File: config.mk
export PLATFORM = sky130hd
export DESIGN_NAME = evt_defer_lock
export DESIGN_NICKNAME = d
export VERILOG_FILES = /design/src/rtl/edl_pkg.sv /design/src/rtl/edl_age_cmp.sv /design/src/rtl/edl_stamp_gen.sv /design/src/rtl/edl_window_reg.sv /design/src/rtl/evt_defer_lock.sv
export SDC_FILE = /design/constraint.sdc
export NUM_CORES = 1
export LEC_CHECK = 0
export BUFFER_PORTS_ARGS = -buffer_cell sky130_fd_sc_hd__buf_2
export CAP_MARGIN = 10
export CORE_MARGIN = 4
export CORE_UTILIZATION = 35
export CTS_BUF_LIST = sky130_fd_sc_hd__clkbuf_8
export DETAILED_ROUTE_END_ITERATION = 12
export PLACE_DENSITY = 0.6
export SLEW_MARGIN = 20
export SYNTH_ARGS = -nofsm -noshare
export SYNTH_HDL_FRONTEND = slang
export SYNTH_SLANG_ARGS = --single-unit
File: constraint.sdc
create_clock -name clk -period 7.62 [get_ports clk]
set_clock_uncertainty 0.1 [all_clocks]
set_input_delay 0.381 -clock clk [delete_from_list [all_inputs] [get_ports clk]]
set_output_delay 0.381 -clock clk [all_outputs]
set_load 0.03 [all_outputs]
File: src/rtl/edl_pkg.sv
package edl_pkg;

    localparam int EDL_TW = 32;

    typedef logic [EDL_TW-1:0] edl_word_t;

    typedef struct packed {
        edl_word_t stamp;
        logic      brk;
        logic      deliver;
        logic      trap;
    } edl_state_t;

endpackage

File: src/rtl/edl_age_cmp.sv
module edl_age_cmp
    import edl_pkg::*;
(
    input  edl_word_t stamp_i,
    input  edl_word_t timer_i,
    input  edl_word_t window_i,
    output logic      held_o,
    output logic      stale_o
);

    edl_word_t age;
    logic      nonzero;

    always_comb begin
        // Wrapping distance from the stamp, counted so a fresh grant is age 0.
        age     = timer_i + edl_word_t'(1) - stamp_i;
        nonzero = (stamp_i != '0);
        held_o  = nonzero && (age <= window_i);
        stale_o = nonzero && (age > window_i);
    end

endmodule

File: src/rtl/edl_stamp_gen.sv
module edl_stamp_gen
    import edl_pkg::*;
(
    input  edl_word_t timer_i,
    output edl_word_t stamp_o
);

    edl_word_t inc;

    always_comb begin
        inc = timer_i + edl_word_t'(1);
        // Zero is reserved for "unlocked"; the all-ones timer maps to 1.
        if (inc == '0) begin
            stamp_o = edl_word_t'(1);
        end else begin
            stamp_o = inc;
        end
    end

endmodule

File: src/rtl/edl_window_reg.sv
module edl_window_reg
    import edl_pkg::*;
#(
    parameter edl_word_t WINDOW_RST = edl_word_t'(16)
) (
    input  logic      clk,
    input  logic      rst_n,
    input  logic      cfg_we,
    input  edl_word_t cfg_window,
    output edl_word_t window_o
);

    edl_word_t window_d, window_q;

    always_comb begin
        window_d = window_q;
        if (cfg_we) begin
            window_d = cfg_window;
        end
    end

    always_ff @(posedge clk) begin
        if (!rst_n) begin
            window_q <= WINDOW_RST;
        end else begin
            window_q <= window_d;
        end
    end

    assign window_o = window_q;

    assert_cfg_load_R10: assert property (@(posedge clk) disable iff (!rst_n)
        ($past(rst_n) && $past(cfg_we)) |-> (window_o == $past(cfg_window)))
        else $error("window not loaded");

    assert_cfg_hold_R10: assert property (@(posedge clk) disable iff (!rst_n)
        ($past(rst_n) && !$past(cfg_we)) |-> $stable(window_o))
        else $error("window changed without write");

endmodule

File: src/rtl/evt_defer_lock.sv
module evt_defer_lock
    import edl_pkg::*;
#(
    parameter edl_word_t WINDOW_RST = edl_word_t'(16)
) (
    input  logic        clk,
    input  logic        rst_n,
    input  logic        lock_req,
    input  logic        evt_req,
    input  logic        tick,
    input  logic [31:0] timer,
    input  logic        cfg_we,
    input  logic [31:0] cfg_window,
    output logic        evt_deliver,
    output logic        trap_req
);

    edl_state_t st_d, st_q;
    edl_word_t  window;
    edl_word_t  grant_stamp;
    edl_word_t  stamp_lk;
    logic       held_q, stale_q;
    logic       held_lk, stale_lk;
    logic       granted, refused;
    logic       brk_lk;

    edl_window_reg #(.WINDOW_RST(WINDOW_RST)) u_window (
        .clk        (clk),
        .rst_n      (rst_n),
        .cfg_we     (cfg_we),
        .cfg_window (cfg_window),
        .window_o   (window)
    );

    edl_stamp_gen u_stamp (
        .timer_i (timer),
        .stamp_o (grant_stamp)
    );

    edl_age_cmp u_age (
        .stamp_i  (st_q.stamp),
        .timer_i  (timer),
        .window_i (window),
        .held_o   (held_q),
        .stale_o  (stale_q)
    );

    always_comb begin
        st_d         = st_q;
        st_d.deliver = 1'b0;
        st_d.trap    = 1'b0;

        // Stage 1: lock request takes precedence.
        granted  = lock_req && !st_q.brk;
        refused  = lock_req &&  st_q.brk;
        stamp_lk = st_q.stamp;
        brk_lk   = st_q.brk;
        held_lk  = held_q;
        stale_lk = stale_q;
        if (granted) begin
            stamp_lk = grant_stamp;
            held_lk  = 1'b1;
            stale_lk = 1'b0;
        end else if (refused) begin
            stamp_lk  = '0;
            brk_lk    = 1'b0;
            held_lk   = 1'b0;
            stale_lk  = 1'b0;
            st_d.trap = 1'b1;
        end
        st_d.stamp = stamp_lk;
        st_d.brk   = brk_lk;

        // Stage 2: event request sees the stamp after the lock stage.
        if (evt_req) begin
            if (held_lk) begin
                st_d.brk = 1'b1;
            end else begin
                st_d.deliver = 1'b1;
            end
        end

        // Stage 3: tick ages out a stale stamp and releases a held event.
        if (tick && stale_lk) begin
            st_d.stamp = '0;
            if (st_d.brk) begin
                st_d.brk     = 1'b0;
                st_d.deliver = 1'b1;
            end
        end
    end

    always_ff @(posedge clk) begin
        if (!rst_n) begin
            st_q <= '0;
        end else begin
            st_q <= st_d;
        end
    end

    assign evt_deliver = st_q.deliver;
    assign trap_req    = st_q.trap;

    assert_trap_cause_R6: assert property (@(posedge clk) disable iff (!rst_n)
        ($past(rst_n) && trap_req) |-> $past(lock_req))
        else $error("trap without lock request");

    assert_deliver_cause_R5: assert property (@(posedge clk) disable iff (!rst_n)
        ($past(rst_n) && evt_deliver) |-> $past(evt_req || tick))
        else $error("delivery without event or tick");

    assert_grant_nonzero_R3: assert property (@(posedge clk) disable iff (!rst_n)
        ($past(rst_n) && $past(lock_req && !st_q.brk)) |-> (st_q.stamp != '0))
        else $error("granted lock left zero stamp");

    assert_brk_needs_lock_R4: assert property (@(posedge clk) disable iff (!rst_n)
        st_q.brk |-> (st_q.stamp != '0))
        else $error("break flag set with no lock");

    assert_trap_pulse_R12: assert property (@(posedge clk) disable iff (!rst_n)
        trap_req |=> !trap_req)
        else $error("trap strobe wider than one cycle");

    assert_tick_fresh_R8: assert property (@(posedge clk) disable iff (!rst_n)
        ($past(rst_n) && $past(tick && !lock_req && !evt_req && held_q))
            |-> (st_q.stamp == $past(st_q.stamp) && st_q.brk == $past(st_q.brk)))
        else $error("tick disturbed a fresh lock");

endmodule

# Word-level counts from Yosys, hierarchy flattened
# Cells that the tools add are included.
totals:
  register_bits: 67
  out_inout_bits: 2
  inputBits: 70
op_classes:
  magnitude_cmp: 2
  n_mux: 15
  add_sub_neg: 2
  reduce_logical: 11
  n_bitwise: 1
op_table:
  columns: ["operator", "count"]
  rows:
  - ["$mux 32", 3]
  - ["$add 32x1->32 const B", 1]
  - ["$gt 32x32->1", 1]
  - ["$le 32x32->1", 1]
  - ["$logic_not 32->1", 1]
  - ["$reduce_bool 32->1", 1]
  - ["$sub 32x32->32", 1]
  - ["$mux 1", 10]
  - ["$logic_and 1x1->1", 5]
  - ["$mux 2", 2]
  - ["$reduce_or 2->1", 2]
  - ["$reduce_bool 2->1", 1]
  - ["$logic_not 1->1", 1]
  - ["$not 1->1", 1]

# Longest topological paths before layout
# Gate-level depths: netlist of the first run.
logic_depth:
  ltp_word: 10
  depth_mapped: 28

# Cells and area by module
# From an unflattened synthesis of the first run, not the netlist that was laid out.
unflattened:
  cells_unflattened: 855
  area_unflattened_um2: 7049.3
modules_own_cells:
  columns: ["mod", "seq_area_each_um2", "instances", "area_per_inst_um2", "cells_each"]
  rows:
  - ["edl_age_cmp", 0.0, 1, 3040.4, 435]
  - ["evt_defer_lock", 700.7, 1, 1587.8, 155]
  - ["edl_window_reg", 640.6, 1, 1241.2, 103]
  - ["edl_stamp_gen", 0.0, 1, 1179.9, 162]

# Least setup slack after synthesis of the first run
# No wires, ideal clock.
synth_timing:
  path_kind: "input to register"
  start: "input port timer[7]"
  end: "register st_q[10] (netlist bit)"
  t_required_ps: 7460
  setup_slack_ps: 1938
  stages: 25
  arrival_ps: 5522
  cell_sequence: "buf_2 -> nand3_4 -> or4_4 -> nor2_1 -> xor2_1 -> ha_1 -> and3_1 -> and3_1 -> a21oi_1 -> a31oi_1 -> a21o_1 -> a21oi_1 -> xnor2_1 -> ha_1 -> a21o_1 -> a21o_1 -> a221oi_1 -> o21ai_0 -> a21oi_1 -> o31a_1 -> clkbuf_1 -> and2_1 -> clkbuf_1 -> clkbuf_1 -> a22o_1"
synth_between:
  elab_chain_len: 8
  elab_cells_between_ends: 11
synth_lines:
  columns: ["element", "line_no", "text"]
  rows:
  - ["from (decl)", "evt_defer_lock.sv:11", "input logic [31:0] timer,"]
  - ["$add 32x1->32 *", "edl_age_cmp.sv:16, edl_stamp_gen.sv:11", null]
  - ["$sub 32x32->32", "edl_age_cmp.sv:16", "age = timer_i + edl_word_t'(1) - stamp_i;"]
  - ["$gt 32x32->1", "edl_age_cmp.sv:19", "stale_o = nonzero && (age > window_i);"]
  - ["$logic_and 1x1->1", "edl_age_cmp.sv:19", null]
  - ["$mux 1", "evt_defer_lock.sv:64", "end else if (refused) begin"]
  - ["$mux 1", "evt_defer_lock.sv:60", "if (granted) begin"]
  - ["$logic_and 1x1->1", "evt_defer_lock.sv:84", "if (tick && stale_lk) begin"]
  - ["$reduce_or 2->1 (no line)", null, null]
  - ["to (signal assigned)", "evt_defer_lock.sv:97", "st_q <= st_d;"]
  - ["to (decl)", "evt_defer_lock.sv:18", "edl_state_t st_d, st_q;"]
# Mark *: on every way between the ends. The rest lies on a longest branch, timed or not.
# A chain may end at the register's enable or synchronous reset.

# Worst setup path after layout of the first run
layout_timing:
  start: "input port timer[9]"
  end: "register st_q[14] (netlist bit)"
# Same word-level chain as after synthesis.

==> flow_summary.toml, run 1 <==
[yosys]
synth_nets = 835
netlist_area_um2 = 5809
synth_warnings = 0
ys_types = 67
yosysTopAreaCell = "dfxtp_1"
async_reset_ff_frac = 0
synth-seq-cells = 67
ys_seq_area_frac = 0.2309
synth_flop_cell = "dfxtp_1"
synthTopCellsByArea = "dfxtp_1, ha_1, xnor2_1, mux2i_1, inv_1"
postSynthAreaPerCell_um2 = 8.299
synthCells = 700
synth-edff-count = 0
netlist.area_leader.share = 0.2309

[global_route]
grt_max_degree = 37
grt_pass1_wl_um = 23830
antenna_found_initial = 0
grt-ovfl-total = 0
grt_pass1_vias = 4750
grt_usage = 0.1581

[drt]
wl_met2_um = 5703
finalWirelength_um = 14490
met1Wirelength_um = 7777
wl_per_cell_um = 14.71
met3RoutedLength_um = 827
drc_errors = 0
top_layer = "met4"
antenna_left = 0
drt-pass1-iter-count = 5
dr_total_vias = 5024
initialDrtViolationCount = 345
vias_per_cell = 5.101

[power]
p_sw_w = 0.0003987
netSwitchingFraction = 0.3559
power.internal_w = 0.0007217
ir_worst_vdd_mv = 0.06864
finalPower_w = 0.001120
p_leak_nw = 2.714
p_per_area_nw_per_um2 = 171.7
combPwrFrac = 0.406
p_seq_frac = 0.352
p_clk_frac = 0.242

[layout]
drive_gt1_frac = 0.1313
mostFrequentLayoutCell = "inv_1"
area_growth_pct = 12.32
n_antenna_cell = 0
final_cell_count_no_fill = 985
layout.nets = 900
fin_util = 0.4063
final_cell_mix = "inv_1, buf_2, dfxtp_1"

[sta]
min_period_ns = 6.295
rsz0062_at_grt = "no"
relSlewSlack = 0.3806
finalSetupViolCount = 0
fmax_mhz = 158.9
slew_violations = 0
hold_viol_final = 0
worstMarginPinSlew_ns = 0.9291
finalSetupTns_ns = 0
fin_crit_sh = 0.8261

[floorplanning]
die_x_um = 136.8
rows = 46
die_area_um2 = 18720
core_um2 = 16060
num_io_pins = 72
start_util = 0.3618
chipHeight_um = 136.8

[critical_path]
cp-end-kind = "register"
reg2reg_slack_ns = 1.95
cp.arrival_ns = 6.48
crit_family = "compound AO/OA/AOI/OAI gates"
worst_ep_required_time_ns = 7.81
cpMaxStageDelayCell = "and2_1"
crit_buf_inv = 1
setup.worst_path.start_class = "primary input"
critPathKind = "in -> reg"
crit_chain = "buf_2 > nand4_2 > or4_4 > nor2_1 > xor2_1 > ha_1 > and3_1 > nand4b_1 > a211oi_1 > a21oi_1 > a31oi_1 > a21o_1 > a21oi_1 > xnor2_1 > ha_1 > a21o_1 > a21o_1 > a221oi_1 > o21ai_0 > a21oi_1 > o31a_1 > and2_1 > a22o_1"
worstPathMaxFanout = 24
slowest_delay_ns = 0.72

[clock_tree]
root_buffer = "clkbuf_8"
cts_made_buffers = 9
clock_latency_ns = 0.34
post_cts_buffers = 0
clock_sinks = 67
clk_transition_reported_paths_ns = 0.07
cts.htree.levels = 3
cts_resized = 0
postCtsHoldBufs = 0
cts_tree = "done"
clk_path_buf_depth = 2

[place]
post-place-cells = 970
placement.io_buffers = 71
routabilityCongestion = 0.9019
dp_hpwl_um = 11940

[run]
maxCapViolations = 0

[hold_path]
hp-class = "in -> reg"

[status]
status = "completed"
metrics by stage:
stage	worst slack (ns)	cell area, µm²	hold WS, ns
final	1.325	6525	0.1852
after global routing	0.6820	6525	0.1931
after CTS	1.359	6525	0.1829
after detailed placement	1.020	6346	0.3886
after global placement	1.039	6346	0.3825
after floorplan	1.938	5809	0.3614
logic make-up (layout without fill, tap and decap cells):
logic type / count (synthesis) / count (layout) / synth area share
and+or+nand+nor: 217 / 217 / 0.2134
buffers and inverters: 94 / 163 / 0.06763
DFF: 67 / 67 / 0.2309
adders and majority gates: 65 / 65 / 0.1413
AOI/OAI and AO/OA: 162 / 162 / 0.1964
xor gates and xnor gates: 63 / 63 / 0.09498
muxes: 32 / 32 / 0.05535
cell usage after synthesis, drive strengths merged (6+ instances only):
library cell,n
buf,7
ha,64
inv,73
mux2i,31
o21ai,21
and2,8
nand3,19
nand4,16
a21o,14
xnor2,48
nor2,28
clkbuf,14
a22oi,8
a22o,24
and4,6
o21a,8
nor4,17
a21oi,37
nor2b,43
nor3,12
nand2,41
dfxtp,67
and3,11
xor2,15
worst reg2reg max path, stage by stage, from the launching register on:
cell and delay [ns]:
dfxtp_1 0.39, ha_1 0.22, inv_1 0.06, fa_1 0.40, a21o_1 0.21, a2111oi_0 0.43
buf_4 0.21, a211o_1 0.16, and4_1 0.23, or2_1 0.11, o21ai_1 0.10, o41ai_1 0.31
xnor2_1 0.16, ha_1 0.21, a21o_1 0.15, a21o_1 0.17, a221oi_1 0.27, o21ai_0 0.12
a21oi_1 0.23, o31a_1 0.42, and2_1 0.72, a22o_1 0.24
path summary, 6_finish.rpt:
| kind | from | end | cells past startpoint |
|---|---|---|---|
| worst min register to register | st_q[4]$_SDFFE_PP0P_ | st_q[4]$_SDFFE_PP0P_ | 1 |
| worst max register to register | st_q[3]$_SDFFE_PP0P_ | st_q[14]$_SDFFE_PP0P_ | 21 |
| worst max-delay path | timer[9] | st_q[14]$_SDFFE_PP0P_ | 23 |
| worst min-delay path | cfg_window[4] | u_window.window_o[4]$_SDFFE_PN1P_ | 3 |
registers in the layout (all words and copies together) (netlist names):
signal,cells
st_q,33
u_window.window_o,32
evt_deliver,1
trap_req,1
power groups by stage:
stage | Combinational, W | Clock [W] | Sequential [W]
after floorplan | 0.000343 | 0 | 0.000397
after global placement | 0.000451 | 0 | 0.000402
after detailed placement | 0.000453 | 0 | 0.000402
after CTS | 0.000456 | 0.000278 | 0.000394
after global routing | 0.000520 | 0.000291 | 0.000397
final | 0.000455 | 0.000271 | 0.000394
metal layers:
metal	GRT usage	vias up
li1	-	2653
met1	0.2458	2222
met2	0.2232	138
met3	0.01838	11
met4	0.05266	0
met5	0	-
area by class of cell:
cell class                 count  area [µm²]
clock inverter                 3       13.76
fill                        1661        9533
tap                          216       270.3
multi-input combinational    539        4075
timing repair buffer          75       385.4
clock buffer                  12       165.2
sequential                    67        1341
inverter                      73       274.0
Power figures use the tool's default switching activity.
==> inputs of run 2 (changes only) <==
==> constraint.sdc (replaced) <==
create_clock -name clk -period 6.1 [get_ports clk]
set_clock_uncertainty 0.1 [all_clocks]
set_input_delay 0.305 -clock clk [delete_from_list [all_inputs] [get_ports clk]]
set_output_delay 0.305 -clock clk [all_outputs]
set_load 0.03 [all_outputs]
==> flow_summary.toml, run 2 (synthesized netlist as in run 1, its figures left out) <==
[status]
status = "completed"

[power]
p_per_area_nw_per_um2 = 217.6
combPwrFrac = 0.404
p_sw_w = 0.0005181
power.internal_w = 0.0009282
netSwitchingFraction = 0.3582
finalPower_w = 0.001446
ir_worst_vdd_mv = 0.1267
p_seq_frac = 0.341
p_clk_frac = 0.256
p_leak_nw = 2.781

[critical_path]
r2r-end = "st_q[16]$_SDFFE_PP0P_"
cp.arrival_ns = 5.73
worst_ep_required_time_ns = 6.30
reg2reg_from = "st_q[3]$_SDFFE_PP0P_"
slowest_delay_ns = 0.45
reg2reg_slack_ns = 0.96
critPathLaunch = "timer[0]"
crit_cells = 25
reg2regPathDepth = 22
critPathKind = "in -> reg"
cp-end-kind = "register"
setup.worst_path.start_class = "primary input"
cpMostUsedCell = "ha_1"
crit_family = "simple AND/OR/NAND/NOR gates"
worstPathMaxFanout = 24
cpMaxStageDelayCell = "or3_2"
endpoint = "st_q[16]$_SDFFE_PP0P_"
crit_buf_inv = 2

[drt]
vias_per_cell = 5.185
drc_errors = 0
antenna_left = 0
dr_total_vias = 5169
wl_per_cell_um = 15.25
drt-pass1-iter-count = 5
initialDrtViolationCount = 430
finalWirelength_um = 15200

[sta]
fin_crit_sh = 0.9079
rsz0062_at_grt = "no"
fmax_mhz = 180.6
worstMarginPinSlew_ns = 0.9297
relSlewSlack = 0.3802
setup_ws_ns = 0.5621
finalSetupViolCount = 0
whs_ns = 0.1066
hold_viol_final = 0
slew_violations = 0
finalSetupTns_ns = 0
min_period_ns = 5.538

[layout]
n_fill_cell = 1631
layout.nets = 911
multiInputGateArea_um2 = 4075
largest_register_ff_count = 33
final_cell_mix = "inv_1, buf_2, dfxtp_1"
largest_register = "st_q"
drive_gt1_frac = 0.1460
area_growth_pct = 14.41
mostFrequentLayoutCell = "inv_1"
seqCellArea_um2 = 1341
n_antenna_cell = 0

[global_route]
antenna_found_initial = 0
grt_usage = 0.1670
grt_pass1_wl_um = 24770
grt_pass1_vias = 4858
grt-ovfl-total = 0
grt_max_degree = 37

[clock_tree]
root_buffer = "clkbuf_8"
clk_transition_reported_paths_ns = 0.07
clk_path_buf_depth = 2
postCtsHoldBufs = 0
clock_latency_ns = 0.35
post_cts_buffers = 0
cts_made_buffers = 9
cts_tree = "done"
cts_resized = 0
cts.htree.levels = 3
clock_sinks = 67

[floorplanning]
num_io_pins = 72
die_area_um2 = 18720
start_util = 0.3618
die_x_um = 136.8
rows = 46
core_um2 = 16060
chipHeight_um = 136.8

[place]
dp_slack_ns = 0.2408
routabilityCongestion = 0.8649
dp_hpwl_um = 12480
placement.io_buffers = 71

[run]
maxCapViolations = 0

[hold_path]
hp-class = "in -> reg"
-- run 2: changes by cell type in the layout (fill, tap and decap cells not counted) --
cell / change
inv_1: -1
bufinv_16: +1
buf_4: +9
clkbuf_8: -2
clkinv_2: +3
buf_12: +2
-- run 2: worst min path at each step --
stage	from	endpoint	slack, ns	depth (start not counted)
2_1_floorplan	cfg_window[4]	u_window.window_o[4]$_SDFFE_PN1P_	0.34	2
3_3_place_gp	st_q[17]$_SDFFE_PP0P_	st_q[17]$_SDFFE_PP0P_	0.39	1
3_5_place_dp	st_q[17]$_SDFFE_PP0P_	st_q[17]$_SDFFE_PP0P_	0.38	1
4_1_cts	cfg_window[9]	u_window.window_o[9]$_SDFFE_PN0P_	0.1	3
5_1_grt	cfg_window[25]	u_window.window_o[25]$_SDFFE_PN0P_	0.11	3
6_report	cfg_window[29]	u_window.window_o[29]$_SDFFE_PN0P_	0.11	3
-- run 2: area by class of cell --
cell class	count	area share
Timing Repair Buffer	86	0.07417
Inverter	73	0.04123
Clock inverter	6	0.008283
Clock buffer	10	0.02071
Sequential cell	67	0.2018
Tap cell	216	0.04066
Multi-Input combinational cell	539	0.6131
-- run 2: power groups by stage --
| stage | sequential (W) | clock, W | combinational, W |
|---|---|---|---|
| finish | 0.000493 | 0.000370 | 0.000584 |
| global route | 0.000496 | 0.000397 | 0.000668 |
| CTS | 0.000492 | 0.000380 | 0.000584 |
| detailed placement | 0.000502 | 0 | 0.000580 |
| global placement | 0.000502 | 0 | 0.000580 |
| floorplan | 0.000496 | 0 | 0.000428 |
-- run 2: per-stage QoR --
stage / std cells / instance area (µm²) / utilization
3_5_place_dp: 981 / 6454 / 0.4019
2_1_floorplan: 700 / 5809 / -
6_report: 997 / 6646 / 0.4139
5_1_grt: 997 / 6646 / 0.4139
4_1_cts: 997 / 6646 / 0.4139
3_3_place_gp: 981 / 6454 / 0.4019
-- run 2: worst min-delay path, cell delays in order --
cell	delay, ns
buf_2	0.07
mux2i_1	0.05
nor2b_1	0.09
-- run 2: routing by layer --
metal,share of wire,up-vias,GRT usage
li1,-,2689,-
met1,0.53,2306,0.2596
met2,0.40,156,0.2347
met3,0.057,18,0.01985
met4,0.017,0,0.05710
met5,0,-,0
==> inputs of run 3 (changes only) <==
--- a/config.mk
+++ b/config.mk
@@ -11,8 +11,8 @@
 export CORE_UTILIZATION = 35
 export CTS_BUF_LIST = sky130_fd_sc_hd__clkbuf_8
 export DETAILED_ROUTE_END_ITERATION = 12
-export PLACE_DENSITY = 0.6
-export SLEW_MARGIN = 20
+export PLACE_DENSITY = 0.52
+export SLEW_MARGIN = 10
 export SYNTH_ARGS = -nofsm -noshare
 export SYNTH_HDL_FRONTEND = slang
 export SYNTH_SLANG_ARGS = --single-unit
==> flow_summary.toml, run 3 (synthesized netlist as in run 1, its figures left out) <==
[layout]
final_cell_mix = "inv_1, buf_2, dfxtp_1"
n_antenna_cell = 0
final_area_um2 = 6670
layout.nets = 907
area_growth_pct = 14.82
largest_register = "st_q"
largest_register_ff_count = 33
final_cell_count_no_fill = 993
n_fill_cell = 1682
mostFrequentLayoutCell = "inv_1"
drive_gt1_frac = 0.1416

[place]
placement.io_buffers = 71
post-place-cells = 977
routabilityCongestion = 0.9245
dp_slack_ns = 0.1461
dp_hpwl_um = 13110
dpl_cell_area_um2 = 6424

[drt]
dr_total_vias = 5179
finalWirelength_um = 15610
drc_errors = 0
vias_per_cell = 5.216
drt-pass1-iter-count = 5
antenna_left = 0
initialDrtViolationCount = 343
wl_per_cell_um = 15.72

[floorplanning]
chipHeight_um = 136.8
die_area_um2 = 18720
rows = 46
num_io_pins = 72
die_x_um = 136.8
core_um2 = 16060
start_util = 0.3618

[global_route]
grt_pass1_wl_um = 25740
grt-ovfl-total = 0
grt_usage = 0.1724
antenna_found_initial = 0
grt_pass1_vias = 5064
grt_max_degree = 37

[sta]
hold_viol_final = 0
setup_ws_ns = 0.4645
relSlewSlack = 0.3765
rsz0062_at_grt = "no"
fin_crit_sh = 0.9238
min_period_ns = 5.635
fmax_mhz = 177.4
worstMarginPinSlew_ns = 0.9353
finalSetupViolCount = 0
finalSetupTns_ns = 0
slew_violations = 0

[power]
p_clk_frac = 0.294
power.internal_w = 0.001007
p_leak_nw = 2.778
netSwitchingFraction = 0.3405
p_seq_frac = 0.323
p_sw_w = 0.0005200
combPwrFrac = 0.383
ir_worst_vdd_mv = 0.08816
finalPower_w = 0.001527
p_per_area_nw_per_um2 = 229.0

[clock_tree]
post_cts_buffers = 0
cts_tree = "done"
root_buffer = "clkbuf_8"
postCtsHoldBufs = 0
clock_sinks = 67
cts_made_buffers = 9
cts_resized = 0
cts.htree.levels = 3
clk_path_buf_depth = 2
clk_transition_reported_paths_ns = 0.08
clock_latency_ns = 0.35

[critical_path]
worstPathMaxFanout = 24
cp-end-kind = "register"
reg2regPathDepth = 22
setup.worst_path.start_class = "primary input"
cp.arrival_ns = 5.78
worst_ep_required_time_ns = 6.24
critPathKind = "in -> reg"

[hold_path]
hp-class = "in -> reg"
hold_depth = 3

[run]
maxCapViolations = 0

[status]
status = "completed"
-- run 3: power groups by stage --
stage	logic [W]	clock network, W	registers (W)
4_1_cts	0.000588	0.000460	0.000493
5_1_grt	0.000667	0.000480	0.000497
3_3_place_gp	0.000570	0	0.000503
2_1_floorplan	0.000428	0	0.000496
6_report	0.000585	0.000449	0.000494
3_5_place_dp	0.000585	0	0.000503
-- run 3: layout make-up --
| class | count | area, µm² | share of cell area |
|---|---|---|---|
| timing repair buffer | 82 | 462.9 | 0.06941 |
| multi-input combinational | 539 | 4075 | 0.6110 |
| sequential | 67 | 1341 | 0.2011 |
| clock inverter | 3 | 67.56 | 0.01013 |
| clock buffer | 13 | 178.9 | 0.02682 |
| inverter | 73 | 274.0 | 0.04108 |
| tap | 216 | 270.3 | 0.04052 |
-- run 3: path summary, 6_finish.rpt --
check | from | to | slack, ns
max reg2reg | st_q[3]$_SDFFE_PP0P_ | st_q[21]$_SDFFE_PP0P_ | 1.00
min reg2reg | st_q[10]$_SDFFE_PP0P_ | st_q[10]$_SDFFE_PP0P_ | 0.41
max | timer[0] | st_q[21]$_SDFFE_PP0P_ | 0.46
min | cfg_window[4] | u_window.window_o[4]$_SDFFE_PN1P_ | 0.1
-- run 3: metal layers --
metal / vias up / GRT usage / share of wire
met5: - / 0 / 0
met4: 0 / 0.05599 / 0.019
met3: 17 / 0.02463 / 0.047
met2: 130 / 0.2577 / 0.42
met1: 2355 / 0.2540 / 0.51
li1: 2677 / - / -
-- run 3: worst max-delay path, cell delays in order --
cell and delay, ns:
buf_2 0.14, ha_1 0.27, nand3_4 0.14, or2_1 0.35, xnor2_1 0.35, ha_1 0.37
a21o_1 0.22, nor3_1 0.30, a21oi_1 0.19, o21a_1 0.22, nor2_1 0.15, o21bai_1 0.08
a21oi_1 0.18, xnor2_1 0.09, ha_1 0.32, nand4_1 0.12, nor4_1 0.49, o21ai_0 0.23
o211ai_1 0.18, a21oi_1 0.14, o31a_1 0.35, and3_1 0.19, buf_12 0.16, a22o_1 0.23
-- run 3: metrics by stage --
stage                     utilization  hold WS (ns)
final                          0.4154       0.09692
after CTS                      0.4154       0.08587
after detailed placement       0.4000        0.3841
after global placement         0.4000        0.3855
after global routing           0.4154        0.1068
after floorplan                     -        0.3354
